===== config.mk =====
export PLATFORM = sky130hd
export DESIGN_NAME = pulse_pair_gen
export DESIGN_NICKNAME = d
export VERILOG_FILES = /design/src/rtl/ppg_pkg.sv /design/src/rtl/ppg_tick.sv /design/src/rtl/ppg_lane.sv /design/src/rtl/pulse_pair_gen.sv
export SDC_FILE = /design/constraint.sdc
export NUM_CORES = 1
export LEC_CHECK = 0
export ABC_AREA = 1
export BUFFER_PORTS_ARGS = -buffer_cell sky130_fd_sc_hd__buf_2
export CORE_ASPECT_RATIO = 1.5
export CORE_MARGIN = 5
export CORE_UTILIZATION = 51
export CTS_BUF_LIST = sky130_fd_sc_hd__clkbuf_8
export CTS_CLUSTER_DIAMETER = 80
export DETAILED_ROUTE_END_ITERATION = 6
export PLACE_DENSITY = 0.75
export SLEW_MARGIN = 30
export SYNTH_ARGS = -nofsm -noshare
export SYNTH_HDL_FRONTEND = slang
export SYNTH_SLANG_ARGS = --single-unit

===== constraint.sdc =====
create_clock -name clk -period 3.13 [get_ports clk]
set_clock_uncertainty 0.1 [all_clocks]
set_input_delay 0.1565 -clock clk [delete_from_list [all_inputs] [get_ports clk]]
set_output_delay 0.1565 -clock clk [all_outputs]
set_load 0.03 [all_outputs]

===== src/rtl/ppg_pkg.sv =====
package ppg_pkg;
  typedef enum logic [1:0] {
    MODE_SPLIT    = 2'd0,
    MODE_WIDE     = 2'd1,
    MODE_PRESCALE = 2'd2,
    MODE_SPLIT_B  = 2'd3
  } ppg_mode_e;
endpackage


===== src/rtl/ppg_tick.sv =====
module ppg_tick #(
  parameter int SEL_W      = 3,
  parameter int DIV_STAGES = 4
) (
  input  logic             clk,
  input  logic             rst_n,
  input  logic [SEL_W-1:0] sel_i,
  input  logic             slow_tick_i,
  output logic             tick_o
);
  localparam int SLOW_SEL = DIV_STAGES + 1;

  logic [DIV_STAGES-1:0] div_q;

  always_ff @(posedge clk or negedge rst_n) begin
    if (!rst_n) div_q <= '0;
    else        div_q <= div_q + 1'b1;
  end

  // Power-of-two divide: tick when the low k bits are all ones.
  always_comb begin
    tick_o = 1'b0;
    for (int k = 0; k <= DIV_STAGES; k++) begin
      if (sel_i == SEL_W'(k))
        tick_o = &(div_q | ~DIV_STAGES'((1 << k) - 1));
    end
    if (sel_i == SEL_W'(SLOW_SEL)) tick_o = slow_tick_i;
  end

  AST_DIV_GAP: assert property (@(posedge clk) disable iff (!rst_n)
    (tick_o && sel_i != '0 && sel_i <= SEL_W'(DIV_STAGES))
      |=> (!tick_o || sel_i != $past(sel_i)));
endmodule


===== src/rtl/ppg_lane.sv =====
module ppg_lane #(
  parameter int CW = 8
) (
  input  logic          clk,
  input  logic          rst_n,
  input  logic          ld_i,
  input  logic [CW-1:0] ld_val_i,
  input  logic          dec_i,
  output logic [CW-1:0] cnt_o,
  output logic          zero_o
);
  always_ff @(posedge clk or negedge rst_n) begin
    if (!rst_n)     cnt_o <= '0;
    else if (ld_i)  cnt_o <= ld_val_i;
    else if (dec_i) cnt_o <= cnt_o - 1'b1;
  end

  assign zero_o = (cnt_o == '0);

  AST_LOAD_TAKES: assert property (@(posedge clk) disable iff (!rst_n)
    ld_i |=> (cnt_o == $past(ld_val_i)));

  AST_STEP_DOWN: assert property (@(posedge clk) disable iff (!rst_n)
    (dec_i && !ld_i) |=> (cnt_o == $past(cnt_o) - 1'b1));
endmodule


===== src/rtl/pulse_pair_gen.sv =====
module pulse_pair_gen
  import ppg_pkg::*;
#(
  parameter int CW         = 8,
  parameter int SEL_W      = 3,
  parameter int DIV_STAGES = 4
) (
  input  logic             clk,
  input  logic             rst_n,
  input  logic             wr_en_i,
  input  logic [1:0]       wr_addr_i,
  input  logic [CW-1:0]    wr_data_i,
  input  logic [1:0]       mode_i,
  input  logic [SEL_W-1:0] clk_sel_i,
  input  logic [1:0]       enable_i,
  input  logic             slow_tick_i,
  input  logic [1:0]       irq_clr_i,
  output logic [1:0]       pulse_o,
  output logic [1:0]       irq_o
);
  localparam int LANES = 2;

  logic [CW-1:0] lo_q [LANES];
  logic [CW-1:0] hi_q [LANES];
  logic [CW-1:0] cnt  [LANES];
  logic [CW-1:0] ldv  [LANES];
  logic [LANES-1:0] ld, dec, zero, uf, act, ph_q, irq_q, set;
  logic tick, pre_uf, split, lane0_run;
  ppg_mode_e mode;

  assign mode  = ppg_mode_e'(mode_i);
  assign split = (mode != MODE_WIDE) && (mode != MODE_PRESCALE);

  ppg_tick #(.SEL_W(SEL_W), .DIV_STAGES(DIV_STAGES)) u_tick (
    .clk(clk), .rst_n(rst_n), .sel_i(clk_sel_i),
    .slow_tick_i(slow_tick_i), .tick_o(tick)
  );

  // Reload registers: address bit 1 picks the lane, bit 0 picks high width.
  always_ff @(posedge clk or negedge rst_n) begin
    if (!rst_n) begin
      for (int i = 0; i < LANES; i++) begin
        lo_q[i] <= '0;
        hi_q[i] <= '0;
      end
    end else if (wr_en_i) begin
      if (wr_addr_i[0]) hi_q[wr_addr_i[1]] <= wr_data_i;
      else              lo_q[wr_addr_i[1]] <= wr_data_i;
    end
  end

  generate
    for (genvar g = 0; g < LANES; g++) begin : g_lane
      ppg_lane #(.CW(CW)) u_lane (
        .clk(clk), .rst_n(rst_n), .ld_i(ld[g]), .ld_val_i(ldv[g]),
        .dec_i(dec[g]), .cnt_o(cnt[g]), .zero_o(zero[g])
      );
    end
  endgenerate

  assign act[0]    = split ? enable_i[0] : enable_i[1];
  assign act[1]    = enable_i[1];
  assign lane0_run = split && enable_i[0];

  always_comb begin
    ld     = '0;
    dec    = '0;
    uf     = '0;
    pre_uf = 1'b0;
    for (int i = 0; i < LANES; i++) ldv[i] = lo_q[i];
    case (mode)
      MODE_WIDE: begin
        uf[1]  = act[1] && tick && zero[0] && zero[1];
        ld[0]  = !act[1] || uf[1];
        ld[1]  = ld[0];
        for (int i = 0; i < LANES; i++)
          ldv[i] = (!act[1] || ph_q[1]) ? lo_q[i] : hi_q[i];
        dec[0] = act[1] && tick && !(zero[0] && zero[1]);
        dec[1] = act[1] && tick && zero[0] && !zero[1];
      end
      MODE_PRESCALE: begin
        pre_uf = act[1] && tick && zero[0];
        ld[0]  = !act[1] || pre_uf;
        ldv[0] = lo_q[0];
        dec[0] = act[1] && tick && !zero[0];
        uf[1]  = pre_uf && zero[1];
        ld[1]  = !act[1] || uf[1];
        ldv[1] = (!act[1] || ph_q[1]) ? lo_q[1] : hi_q[1];
        dec[1] = pre_uf && !zero[1];
      end
      default: begin
        for (int i = 0; i < LANES; i++) begin
          uf[i]  = act[i] && tick && zero[i];
          ld[i]  = !act[i] || uf[i];
          ldv[i] = (!act[i] || ph_q[i]) ? lo_q[i] : hi_q[i];
          dec[i] = act[i] && tick && !zero[i];
        end
      end
    endcase
  end

  assign set = uf & ph_q;

  always_ff @(posedge clk or negedge rst_n) begin
    if (!rst_n) begin
      ph_q  <= '0;
      irq_q <= '0;
    end else begin
      if (!lane0_run)  ph_q[0] <= 1'b0;
      else if (uf[0])  ph_q[0] <= ~ph_q[0];
      if (!act[1])     ph_q[1] <= 1'b0;
      else if (uf[1])  ph_q[1] <= ~ph_q[1];
      irq_q <= set | (irq_q & ~irq_clr_i);
    end
  end

  assign pulse_o = ph_q;
  assign irq_o   = irq_q;

  AST_IRQ_ON_HIGH_END: assert property (@(posedge clk) disable iff (!rst_n)
    ($fell(ph_q[1]) && $past(enable_i[1])) |-> irq_q[1]);

  AST_CLEAR_WORKS: assert property (@(posedge clk) disable iff (!rst_n)
    (irq_clr_i[1] && !set[1]) |=> !irq_q[1]);

  AST_SET_WINS: assert property (@(posedge clk) disable iff (!rst_n)
    set[1] |=> irq_q[1]);

  AST_DISABLE_LOW: assert property (@(posedge clk) disable iff (!rst_n)
    !enable_i[1] |=> !pulse_o[1]);

  AST_PIN0_QUIET: assert property (@(posedge clk) disable iff (!rst_n)
    !split |=> !pulse_o[0]);

  AST_PHASE_HOLD: assert property (@(posedge clk) disable iff (!rst_n)
    (enable_i[1] && !uf[1]) |=> $stable(ph_q[1]));
endmodule


==> flow_metrics.tcl <==
set metrics [dict create \
    clock-sinks 56 \
    final_layout_size_suffix_gt1_share_pct 16.8 \
    grt_first_pass_wirelength_um 11900 \
    wl_um 6620 \
    min_from "enable_i[1]" \
    die_h_um 107 \
    firstDrtPassIters 4 \
    status "complete, no violations" \
    dp_hpwl_um 5030 \
    hold_viol 0 \
    hold_slack_ns 0.0563 \
    grt_start_max_net_pins 32 \
    n_fill_cell 571 \
    track_usage_pct 18.9 \
    worstHoldPathType "primary input to flip-flop" \
    areaGrowthSynthToFinish_pct 9.26 \
    relSlewSlack_pct 59.2 \
    synth_cell_types 35 \
    cp-start-kind "flip-flop" \
    hold-path-endpoint "pulse_o[1]" \
    drc_errors 0 \
    vias_per_cell 5.21 \
    die-area_um2 7940 \
    fmax_mhz 468 \
    nets 463 \
    finalNonFillerCells 509 \
    slew_viol_final 0 \
    antenna_found_initial 0 \
    vias 2651 \
    globalplace.congestion 0.792 \
    cp.arrival_ns 2.24 \
    ys.flop_type "dfrtp_1" \
    reg2regPathDepth 14 \
    syn_nets 435 \
    whs_path_depth 3 \
    synth_xor_area_share_pct 3.31 \
    cts_tree "built" \
    grt_pass1_vias 2640 \
    synth-compound-area-share_pct 15.7 \
    wire_per_inst_um 13.0 \
    dpl_cell_area_um2 3350 \
    post_synth.cell_area_avg_um2 7.82 \
    numPlacedInstances 498 \
    maxCapViolCount 0 \
    peakVddDrop_uv 357 \
    synthMuxAreaShare_pct 0 \
    synthAdderAreaFrac_pct 2.36 \
    p_leak_nw 1.73 \
    ioPinCount 27 \
    num_rows 35 \
    coreArea_um2 6090 \
    final_util_pct 57.0 \
    critical_path_class "flip-flop to flip-flop" \
    synth_top_family_by_area "simple AND/OR/NAND/NOR gates" \
    overflow 0 \
    tightestPinTransition_ns 0.611 \
    yosys.area_share.simple_pct 26.7 \
    initialDrtViolationCount 219 \
    fin_crit_sh_pct 68.3 \
    cts_max_level 2 \
    tns_ns 0 \
    finalCriticalPeriod_ns 2.14 \
    postSynthCellCount 406 \
    cts_buffers 5 \
    worstPathRequired_ns 3.23 \
    yosysWarnings 0 \
    ys_ff_latch 56 \
    rsz0062_at_grt "no" \
    crit_fanout 14 \
    max-clock-path-buffers 2 \
    clkTransAtPathRegs_ns 0.10 \
    die_x_um 74.4 \
    regToRegStartpoint "u_tick.div_q[0]" \
    async_flop_share_pct 100 \
    start_util_pct 52.2 \
    clk_latency_ns 0.31 \
    final_common_cell "nand2_1" \
    final_cell_area_um2 3470 \
    p_per_area_nw_per_um2 568 \
    netlist_area_um2 3180 \
    n_antenna_cell 0 \
    io_buffers 26 \
    reg2reg_to "g_lane[1].u_lane.cnt_o[3]" \
    cts_root_buffer "clkbuf_8" \
    end_kind "flip-flop" \
    synth_edf_count 0 \
    seq_area_frac_synth_pct 44.1 \
    final_cell_mix "nand2_1, dfrtp_1, o21ai_0" \
    setup_viol_count_final 0 \
    r2r_slack_ns 0.99 \
    ant_nets 0 \
]
layout make-up:
cell class	count	area, µm²	share of cell area [%]
clock inverters	3	22.5	0.649
clock buffers	5	68.8	1.98
multi-input cells	290	1530	44.0
flip-flops and latches	56	1400	40.4
repair buffers	30	168	4.83
well taps	74	92.6	2.67
inverters	51	191	5.52
state kept, by name, summed over array words and instances (netlist names):
signal and cells:
hi_q 16, g_lane.u_lane.cnt_o 16, pulse_o 2, lo_q 16
irq_o 2, u_tick.div_q 4
how the worst max path moves through the flow:
| stage | startpoint | end | slack (ns) |
|---|---|---|---|
| after global placement | mode_i[0] | g_lane[0].u_lane.cnt_o[4] | 0.90 |
| after CTS | u_tick.div_q[0] | g_lane[1].u_lane.cnt_o[3] | 0.97 |
| after global routing | u_tick.div_q[0] | g_lane[0].u_lane.cnt_o[5] | 0.77 |
| final | u_tick.div_q[0] | g_lane[1].u_lane.cnt_o[3] | 0.99 |
| after detailed placement | mode_i[0] | g_lane[0].u_lane.cnt_o[4] | 0.88 |
| after floorplan | u_tick.div_q[0] | g_lane[0].u_lane.cnt_o[4] | 1.19 |
cells in the mapped netlist, types with 6 or more instances:
| cell type | count | area share [%] |
|---|---|---|
| o22ai_1 | 8 | 1.6 |
| o21ai_1 | 13 | 2.0 |
| nand2_1 | 107 | 13 |
| nor2_1 | 24 | 2.8 |
| xnor2_1 | 8 | 2.2 |
| dfrtp_1 | 56 | 44 |
| a22oi_1 | 7 | 1.7 |
| o21ai_0 | 48 | 7.6 |
| inv_1 | 41 | 4.8 |
| ha_1 | 6 | 2.4 |
| nor2_4 | 6 | 2.1 |
| nand3_1 | 22 | 3.5 |
| inv_2 | 8 | 0.95 |
| nand2_2 | 10 | 2.0 |
per-stage QoR:
| step | power [mW] | setup WS [ns] |
|---|---|---|
| 6_report | 1.97 | 0.991 |
| 5_1_grt | 2.12 | 0.773 |
| 4_1_cts | 1.99 | 0.974 |
| 3_5_place_dp | 1.58 | 0.880 |
| 3_3_place_gp | 1.56 | 0.902 |
| 2_1_floorplan | 1.44 | 1.19 |
power breakdown:
group	switching [mW]	internal (mW)	leakage [nW]
Clock	0.242	0.161	0.0485
Sequential	0.125	0.860	0.698
Combinational	0.346	0.237	0.979
Total	0.713	1.26	1.73
cells by family (layout without fill, tap and decap cells):
| group | Yosys count | count (layout) |
|---|---|---|
| AOI/OAI and AO/OA | 87 | 87 |
| xor gates and xnor gates | 12 | 12 |
| adders and majority gates | 6 | 6 |
| buffers and inverters | 60 | 89 |
| DFF | 56 | 56 |
| and+or+nand+nor | 185 | 185 |
timing repair:
action                                 CTS  global route
endpoints found under the hold margin   27             0
gates resized for setup                  0             0
hold buffers                             3             0
setup buffers                            0             0
routing by layer:
layer	track usage [%]	vias up	part of all wire (%)
li1	-	1379	-
met1	23.9	1233	44
met4	5.47	0	1.4
met5	0	-	0
met3	2.72	5	3.1
met2	32.8	34	51
worst max-delay path, stage by stage, from the launching register on:
cell and delay [ns]:
dfrtp_1 0.41, ha_1 0.23, ha_1 0.18, inv_1 0.05
a21oi_1 0.05, nand2_1 0.05, nand2_1 0.07, nand2_2 0.16
nor2_2 0.05, nor2_2 0.13, nor2_4 0.05, nand2_2 0.19
nand2_2 0.13, nor2_1 0.12, a21oi_1 0.05
Note: power is estimated with default switching activity, not from simulation.
